`src/rtl/lcdc_pkg.sv`:
```
package lcdc_pkg;

  localparam int ADDR_W = 12;
  localparam int CNT_W  = 11;

  localparam int CTL_EN  = 0;
  localparam int CTL_BEB = 9;
  localparam int CTL_BEP = 10;
  localparam int CTL_PWR = 11;

  typedef enum logic [3:0] {
    SEL_T0, SEL_T1, SEL_T2, SEL_T3,
    SEL_UPB, SEL_LPB, SEL_MSK, SEL_CTL,
    SEL_RIS, SEL_MIS, SEL_CLR, SEL_UPC, SEL_LPC,
    SEL_PAL, SEL_ID, SEL_NONE
  } sel_t;

  function automatic logic [7:0] id_byte(input logic [2:0] idx);
    case (idx)
      3'd0:    return 8'h10;
      3'd1:    return 8'h11;
      3'd2:    return 8'h04;
      3'd3:    return 8'h00;
      3'd4:    return 8'h0D;
      3'd5:    return 8'hF0;
      3'd6:    return 8'h05;
      default: return 8'hB1;
    endcase
  endfunction

endpackage

```
`src/rtl/lcdc_addr_dec.sv`:
```
module lcdc_addr_dec
  import lcdc_pkg::*;
(
  input  logic [ADDR_W-1:0] addr,
  output sel_t              sel
);
  logic [ADDR_W-3:0] word;
  assign word = addr[ADDR_W-1:2];

  always_comb begin
    if (addr >= 12'hFE0)
      sel = SEL_ID;
    else if (addr[ADDR_W-1:9] == 3'b001)
      sel = SEL_PAL;
    else if (word <= 10'd12)
      sel = sel_t'(word[3:0]);
    else
      sel = SEL_NONE;
  end
endmodule

```
`src/rtl/lcdc_status.sv`:
```
module lcdc_status #(
  parameter int IRQ_W = 4
) (
  input  logic             clk,
  input  logic             rst_n,
  input  logic [IRQ_W-1:0] src,
  input  logic             mask_we,
  input  logic [IRQ_W-1:0] mask_wd,
  input  logic             clr_we,
  input  logic [IRQ_W-1:0] clr_bits,
  output logic [IRQ_W-1:0] raw_q,
  output logic [IRQ_W-1:0] mask_q,
  output logic             irq
);
  logic [IRQ_W-1:0] clr_eff;
  assign clr_eff = clr_we ? clr_bits : '0;

  always_ff @(posedge clk or negedge rst_n) begin
    if (!rst_n) begin
      raw_q  <= '0;
      mask_q <= '0;
    end else begin
      raw_q <= (raw_q & ~clr_eff) | src;
      if (mask_we) mask_q <= mask_wd;
    end
  end

  assign irq = |(raw_q & mask_q);
endmodule

```
`src/rtl/lcdc_geom.sv`:
```
module lcdc_geom
  import lcdc_pkg::*;
(
  input  logic [31:0]      tim0,
  input  logic [31:0]      tim1,
  output logic [CNT_W-1:0] cols,
  output logic [CNT_W-1:0] rows
);
  logic [6:0] col_units;
  assign col_units = {1'b0, tim0[7:2]} + 7'd1;
  assign cols      = {col_units, 4'b0000};
  assign rows      = {1'b0, tim1[9:0]} + 11'd1;
endmodule

```
`src/rtl/lcdc_regbank.sv`:
```
module lcdc_regbank
  import lcdc_pkg::*;
#(
  parameter int IRQ_W = 4
) (
  input  logic              clk,
  input  logic              rst_n,
  input  logic [11:0]       bus_addr,
  input  logic              bus_rd,
  input  logic              bus_wr,
  input  logic [31:0]       bus_wdata,
  output logic [31:0]       bus_rdata,
  input  logic [IRQ_W-1:0]  irq_src,
  output logic              irq,
  output logic              err,
  output logic [10:0]       cols,
  output logic [10:0]       rows,
  output logic [2:0]        depth,
  output logic              active,
  output logic              be_byte,
  output logic              be_pixel,
  output logic [31:0]       upper_base,
  output logic [31:0]       lower_base,
  output logic              pal_rd,
  output logic              pal_wr,
  output logic [6:0]        pal_idx,
  output logic [31:0]       pal_wdata,
  input  logic [31:0]       pal_rdata
);
  localparam int PAD_W = 32 - IRQ_W;

  sel_t sel;
  logic [31:0] tim_q [4];
  logic [31:0] upb_q, lpb_q, ctl_q;
  logic [IRQ_W-1:0] raw_q, mask_q;
  logic rd_ok, wr_ok, err_q;

  lcdc_addr_dec u_dec (.addr(bus_addr), .sel(sel));

  for (genvar gi = 0; gi < 4; gi++) begin : g_tim
    always_ff @(posedge clk or negedge rst_n) begin
      if (!rst_n)                             tim_q[gi] <= '0;
      else if (bus_wr && sel == sel_t'(gi))   tim_q[gi] <= bus_wdata;
    end
  end

  always_ff @(posedge clk or negedge rst_n) begin
    if (!rst_n) begin
      upb_q <= '0;
      lpb_q <= '0;
      ctl_q <= '0;
    end else if (bus_wr) begin
      case (sel)
        SEL_UPB: upb_q <= bus_wdata;
        SEL_LPB: lpb_q <= bus_wdata;
        SEL_CTL: ctl_q <= bus_wdata;
        default: ;
      endcase
    end
  end

  lcdc_status #(.IRQ_W(IRQ_W)) u_stat (
    .clk      (clk),
    .rst_n    (rst_n),
    .src      (irq_src),
    .mask_we  (bus_wr && sel == SEL_MSK),
    .mask_wd  (bus_wdata[IRQ_W-1:0]),
    .clr_we   (bus_wr && sel == SEL_CLR),
    .clr_bits (bus_wdata[IRQ_W-1:0]),
    .raw_q    (raw_q),
    .mask_q   (mask_q),
    .irq      (irq)
  );

  lcdc_geom u_geom (.tim0(tim_q[0]), .tim1(tim_q[1]), .cols(cols), .rows(rows));

  assign depth      = ctl_q[3:1];
  assign be_byte    = ctl_q[CTL_BEB];
  assign be_pixel   = ctl_q[CTL_BEP];
  assign active     = ctl_q[CTL_EN] & ctl_q[CTL_PWR];
  assign upper_base = upb_q;
  assign lower_base = lpb_q;

  assign pal_rd    = bus_rd && sel == SEL_PAL;
  assign pal_wr    = bus_wr && sel == SEL_PAL;
  assign pal_idx   = bus_addr[8:2];
  assign pal_wdata = bus_wdata;

  assign rd_ok = (sel != SEL_NONE) && (sel != SEL_CLR);
  assign wr_ok = (sel <= SEL_CTL) || (sel == SEL_CLR) || (sel == SEL_PAL);

  always_ff @(posedge clk or negedge rst_n) begin
    if (!rst_n) err_q <= 1'b0;
    else        err_q <= (bus_rd && !rd_ok) || (bus_wr && !wr_ok);
  end
  assign err = err_q;

  always_comb begin
    bus_rdata = '0;
    if (bus_rd) begin
      case (sel)
        SEL_T0:  bus_rdata = tim_q[0];
        SEL_T1:  bus_rdata = tim_q[1];
        SEL_T2:  bus_rdata = tim_q[2];
        SEL_T3:  bus_rdata = tim_q[3];
        SEL_UPB, SEL_UPC: bus_rdata = upb_q;
        SEL_LPB, SEL_LPC: bus_rdata = lpb_q;
        SEL_MSK: bus_rdata = {{PAD_W{1'b0}}, mask_q};
        SEL_CTL: bus_rdata = ctl_q;
        SEL_RIS: bus_rdata = {{PAD_W{1'b0}}, raw_q};
        SEL_MIS: bus_rdata = {{PAD_W{1'b0}}, raw_q & mask_q};
        SEL_ID:  bus_rdata = {24'h0, id_byte(bus_addr[4:2])};
        SEL_PAL: bus_rdata = pal_rdata;
        default: bus_rdata = '0;
      endcase
    end
  end
endmodule

```
`config.mk`:
```
export PLATFORM = sky130hd
export DESIGN_NAME = lcdc_regbank
export DESIGN_NICKNAME = d
export VERILOG_FILES = /design/src/rtl/lcdc_pkg.sv /design/src/rtl/lcdc_addr_dec.sv /design/src/rtl/lcdc_status.sv /design/src/rtl/lcdc_geom.sv /design/src/rtl/lcdc_regbank.sv
export SDC_FILE = /design/constraint.sdc
export NUM_CORES = 1
export LEC_CHECK = 0
export BUFFER_PORTS_ARGS = -buffer_cell sky130_fd_sc_hd__buf_2
export CORE_MARGIN = 3
export CORE_UTILIZATION = 43
export DETAILED_ROUTE_END_ITERATION = 8
export GPL_TIMING_DRIVEN = 0
export PLACE_DENSITY = 0.62
export SYNTH_ARGS = -nofsm -noshare
export SYNTH_HDL_FRONTEND = slang
export SYNTH_SLANG_ARGS = --single-unit
```
`constraint.sdc`:
```
create_clock -name clk -period 6.1 [get_ports clk]
set_clock_uncertainty 0.15 [all_clocks]
set_input_delay 0.915 -clock clk [delete_from_list [all_inputs] [get_ports clk]]
set_output_delay 0.915 -clock clk [all_outputs]
set_load 0.05 [all_outputs]
```
Word level (Yosys, flattened, before mapping)
Index checks and enable logic that the tools add are counted.
Storage, ports and cells
  register bits after elaboration: 233
  latch bits: 0
  bits in writable memories: 0
  bits in read-only memories: 0
  input port bits: 84
  memories: 0
Cells by class
  add/sub/neg operators: 2
  multipliers: 0
  div/mod/pow operators: 0
  $lt $le $gt $ge: 3
  eq/ne operators: 23
  shift operators: 0
  mux-type cells: 7
  bitwise operators: 5
  reduce and logical (&&, ||, !) cells: 24
Operators with widths (number)
  32-bit case mux with 12 select lines: 1
  8-bit case mux with 7 select lines: 1
  32-bit 2-to-1 mux: 1
  4-bit equality test, second input constant: 7
  4-bit by 3-bit equality test with 1-bit output, second input constant: 4
  4-bit 2-to-1 mux: 4
  12-bit >= comparator, second input constant: 1
  10-bit by 1-bit adder with 11-bit output, second input constant: 1
  1-bit logical AND: 11
  10-bit by 4-bit <= comparator with 1-bit output, second input constant: 1
  3-bit equality test, second input constant: 3
  4-bit bitwise AND: 2
  4-bit by 2-bit equality test with 1-bit output, second input constant: 2
  4-bit != test, second input constant: 2
  6-bit by 1-bit adder with 7-bit output, second input constant: 1
  3-bit by 1-bit equality test with 1-bit output, second input constant: 2
  3-bit by 2-bit equality test with 1-bit output, second input constant: 2
  2-bit AND reduction: 3
  4-bit by 1-bit equality test with 1-bit output, second input constant: 1
  4-bit by 3-bit <= comparator with 1-bit output, second input constant: 1
  4-bit logical NOT: 1
  4-bit NOT: 1
  4-bit bitwise OR: 1
  2-bit OR reduction: 2
  other kinds (5): 8

Depth between registers and ports, before layout
  depth in word-level cells: 10
  mapped depth: 9
  mapped depth without buffers: 6

Cells and area by module
A second synthesis with hierarchy kept.
Second synthesis, totals
  cells, all modules: 896
  area, all modules: 11612.4 µm²
Modules (own cells, without submodules)
  lcdc_regbank: instances 1, cells an instance 823, area an instance 10956.8 µm², sequential area each 5630.4 µm²
  lcdc_status: instances 1, cells an instance 23, area an instance 309.0 µm², sequential area each 200.2 µm²
  lcdc_geom: instances 1, cells an instance 38, area an instance 272.8 µm², sequential area each 0.0 µm²
  lcdc_addr_dec: instances 1, cells an instance 12, area an instance 73.8 µm², sequential area each 0.0 µm²

Worst setup path after synthesis
No wires, ideal clock.
  path type: in2out
  from: input port bus_addr[9]
  to: output port bus_rdata[5]
  data arrival time: 3.203 ns
  required time: 5.035 ns
  path slack: 1.832 ns
  stages: 8
  buffers on the path: 2
  path through: nor4_4 -> and2_1 -> buf_2 -> nand3_1 -> nor2_2 -> clkbuf_1 -> a32oi_1 -> a31oi_1
Between the ends
  longest elaborated chain between the ends: 8
  elaborated cells between the ends (all ways): 24
  those cells by class: order compare: 2; eq/ne: 14; mux: 5; reduce/logical: 3
RTL lines
  start: declaration: RTL line lcdc_regbank.sv:8  | input logic [11:0] bus_addr,
  10-bit by 4-bit <= comparator with 1-bit output: RTL line lcdc_addr_dec.sv:15  | else if (word <= 10'd12)
  4-bit 2-to-1 mux: RTL line lcdc_addr_dec.sv:15
  4-bit 2-to-1 mux: RTL line lcdc_addr_dec.sv:13  | else if (addr[ADDR_W-1:9] == 3'b001)
  4-bit 2-to-1 mux (*): RTL line lcdc_addr_dec.sv:11  | if (addr >= 12'hFE0)
  4-bit by 3-bit equality test with 1-bit output / 4-bit equality test (equally long branches): RTL line lcdc_regbank.sv:101  | case (sel)
  2-bit OR reduction: RTL line lcdc_regbank.sv:101
  32-bit case mux with 12 select lines (*): RTL line lcdc_regbank.sv:101
  32-bit 2-to-1 mux (*): RTL line lcdc_regbank.sv:100  | if (bus_rd) begin
  end: declaration: RTL line lcdc_regbank.sv:12  | output logic [31:0] bus_rdata,
Mark *: on every way between the ends. The rest lies on a longest branch, timed or not.

Worst setup path after layout
  from: input port bus_addr[9]
  to: output port bus_rdata[21]
The elaborated chain is that of the path after synthesis.

==> metrics.log <==
INFO  metric status = completed
INFO  metric via_per_inst = 5.70
INFO  metric synth_xor_xnor_area_share = 0.00975
INFO  metric path_class = in2out
INFO  metric final_antenna_net_count = 0
INFO  metric fmax = 193 MHz
INFO  metric pre_cts_ws = 1060 ps
INFO  metric yosysUniqueCellTypes = 55
INFO  metric holdCritPathClass = in2async
INFO  metric worst-endpoint-required = 5030 ps
INFO  metric grt_usage = 0.240
INFO  metric remaining_drc_errors = 0
INFO  metric die_w = 171 um
INFO  metric setup_repair_after_global_routing_missed_its_margin = false
INFO  metric cts_sinks = 233
INFO  metric layout.nets = 1,326
INFO  metric synth_top_family_by_area = multiplexers
INFO  metric critPathCaptureType = output port
INFO  metric finalCoreUtilization = 0.542
INFO  metric fin_crit_sh = 0.849
INFO  metric syn_inst = 964
INFO  metric layout.cells.most_common = buf_2
INFO  metric clkTransAtPathRegs = 60 ps
INFO  metric number_of_enable_type_register_cells_in_the_synthesized_netlist = 0
INFO  metric netlist_area = 11,700 sq um
INFO  metric async_reset_ff_frac = 1.00
INFO  metric warnings_from_yosys = 0
INFO  metric place.detailed.hpwl = 24.7 mm
INFO  metric layout.cells.non_filler = 1,593
INFO  metric port-buffer-count = 243
INFO  metric initial_utilization = 0.443
INFO  metric routed_len_inst = 22.4 um
INFO  metric first_iter_violations = 693
INFO  metric root_buffer = clkbuf_16
INFO  metric clockBufferDepth = 3
INFO  metric final.setup.tns = 0 ps
INFO  metric maxCapViolations = 0
INFO  metric cellLeakagePower = 7.28 nW
INFO  metric cts_post_setup_buffers_inserted = 0
INFO  metric grt_pass1_vias = 9,109
INFO  metric synthesis.area_per_instance = 12.1 sq um
INFO  metric worst_skew_pair.late_latency = 520 ps
INFO  metric tightest_slew = 1020 ps
INFO  metric reg2reg_depth = 2
INFO  metric post_cts_resize_count = 0
INFO  metric worst_ir_drop_vdd = 0.000162 V
INFO  metric critical_path.startpoint_type = input port
INFO  metric hold_viol = 0
INFO  metric power_dens_cells = 248 nW/um^2
INFO  metric synth_compound_area_frac = 0.100
INFO  metric hold_ws = 75.3 ps
INFO  metric std_cell_rows = 59
INFO  metric ios = 251
INFO  metric yosys.area_share.adder = 0.00214
INFO  metric postSynthRegisterBits = 233
INFO  metric wirelength = 35.8 mm
INFO  metric instance_count_after_placement_with_tap_cells_included = 1,547
INFO  metric finalWorstPathRequiredPeriod = 5180 ps
INFO  metric routed-via-count = 9,085
INFO  metric htreeDepth = 1
INFO  metric drv_slew = 0
INFO  metric drive_above_1_share = 0.480
INFO  metric gpl.final_weighted_congestion = 0.926
INFO  metric finalSetupViolations = 0
INFO  metric maximum_fanout_along_the_worst_path = 10
INFO  metric grt_first_pass_wirelength = 54.0 mm
INFO  metric grt_max_degree = 111
INFO  metric grt_overflow_total = 0
INFO  metric design.die.area = 29,200 sq um
INFO  metric dieHeight = 171 um
INFO  metric slew_headroom = 0.314
INFO  metric initial_antenna_violation_count = 3
INFO  metric post-route-worst-setup-slack = 919 ps
INFO  metric floorplan.core_area = 26,400 sq um
INFO  metric cts.hold.buffers_added = 0
INFO  metric tritoncts = yes
INFO  metric muxShareOfSynthArea = 0.249
INFO  metric synthSimpleGateAreaFrac = 0.0828
INFO  metric dominant_synthesized_flop_cell = dfrtp_1
INFO  metric synthToLayoutAreaGrowth = 22.3%
INFO  metric synth_sequential_area_ratio = 0.499
INFO  metric cts_made_buffers = 26
INFO  metric cp.arrival = 4120 ps
INFO  metric firstDrtPassIters = 7
INFO  metric final_cell_mix = 272 x buf_2, 233 x dfrtp_1, 223 x mux2_2
==> routing by layer <==
| metal | routed length [um] | up-vias | track usage |
|---|---|---|---|
| met4 | 1040 | 0 | 0.0691 |
| li1 | - | 4078 | - |
| met3 | 2040 | 59 | 0.0360 |
| met1 | 15700 | 4617 | 0.332 |
| met5 | 0 | - | 0 |
| met2 | 17000 | 331 | 0.393 |
==> sequential cells by signal, indices dropped and copies added, names as in the netlist <==
name           count
u_stat.mask_q      4
err                1
lower_base        32
tim_q            128
ctl_q             32
upper_base        32
u_stat.raw_q       4
==> cell usage after synthesis, types with 3 or more instances <==
library cell | count | area, sq um
dfrtp_1 | 233 | 5830
mux2_2 | 223 | 2510
a22oi_1 | 55 | 413
nand2_1 | 55 | 206
buf_4 | 52 | 390
nor2_1 | 39 | 146
a21oi_1 | 31 | 155
and3_1 | 31 | 194
mux2i_1 | 31 | 310
buf_2 | 30 | 150
a222oi_1 | 26 | 260
clkbuf_1 | 17 | 63.8
nand3_1 | 14 | 70.1
a31oi_1 | 12 | 75.1
nor3_1 | 10 | 50.1
buf_1 | 9 | 33.8
mux2_1 | 8 | 90.1
xnor2_1 | 7 | 61.3
and2_1 | 6 | 37.5
xor2_1 | 6 | 52.6
a21o_1 | 5 | 37.5
nand2b_1 | 5 | 31.3
a32oi_1 | 4 | 35.0
inv_1 | 4 | 15.0
a221o_1 | 3 | 30.0
a221oi_1 | 3 | 26.3
and4_1 | 3 | 26.3
nand4_1 | 3 | 18.8
nor2b_1 | 3 | 18.8
o21ai_0 | 3 | 15.0
==> report_power, final <==
part	internal (mW)	switching (mW)	total, mW	leakage (nW)
registers	1.57	0.0180	1.59	3.22
clock network	1.01	0.621	1.63	0.433
logic	0.0987	0.226	0.325	3.63
==> stage by stage <==
step                power (mW)  instance area (sq um)
CTS                       3.58                  14300
floorplan                 1.80                  11700
finish                    3.54                  14300
global route              3.66                  14300
global placement          1.94                  13300
detailed placement        1.95                  13400
==> critical path: stages <==
cell      delay, ps
buf_2           140
nor4_4          520
nand3_2         280
nor3_2          840
clkbuf_1        670
a222oi_1        190
a21oi_1         250
buf_2           300
==> cell type report <==
type | count | area, sq um
clock inverter | 8 | 144
fill | 2364 | 12100
inverter | 4 | 15.0
tap | 335 | 419
multi-input combinational | 621 | 5200
antenna | 3 | 7.51
clock buffer | 35 | 736
timing repair buffer | 245 | 1280
buffer | 109 | 643
sequential | 233 | 5830
==> final timing paths <==
check	start	to	slack [ps]
min in group clk	ctl_q[30]	ctl_q[30]	340
max in group asynchronous	rst_n	upper_base[18]	4890
max	bus_addr[9]	bus_rdata[21]	920
min reg2reg	ctl_q[30]	ctl_q[30]	340
max reg2reg	tim_q[66]	tim_q[66]	4980
min	rst_n	upper_base[4]	80
==> cells by family (layout without fill, tap and decap cells) <==
family | Yosys count | in the layout
compound gates | 156 | 156
mux | 262 | 262
simple gates | 184 | 184
other cells | 1 | 7
buf+inv | 113 | 401
fa+ha+maj | 2 | 2
xor+xnor | 13 | 13
flops | 233 | 233
No activity file was read; power rests on OpenSTA's default activity.
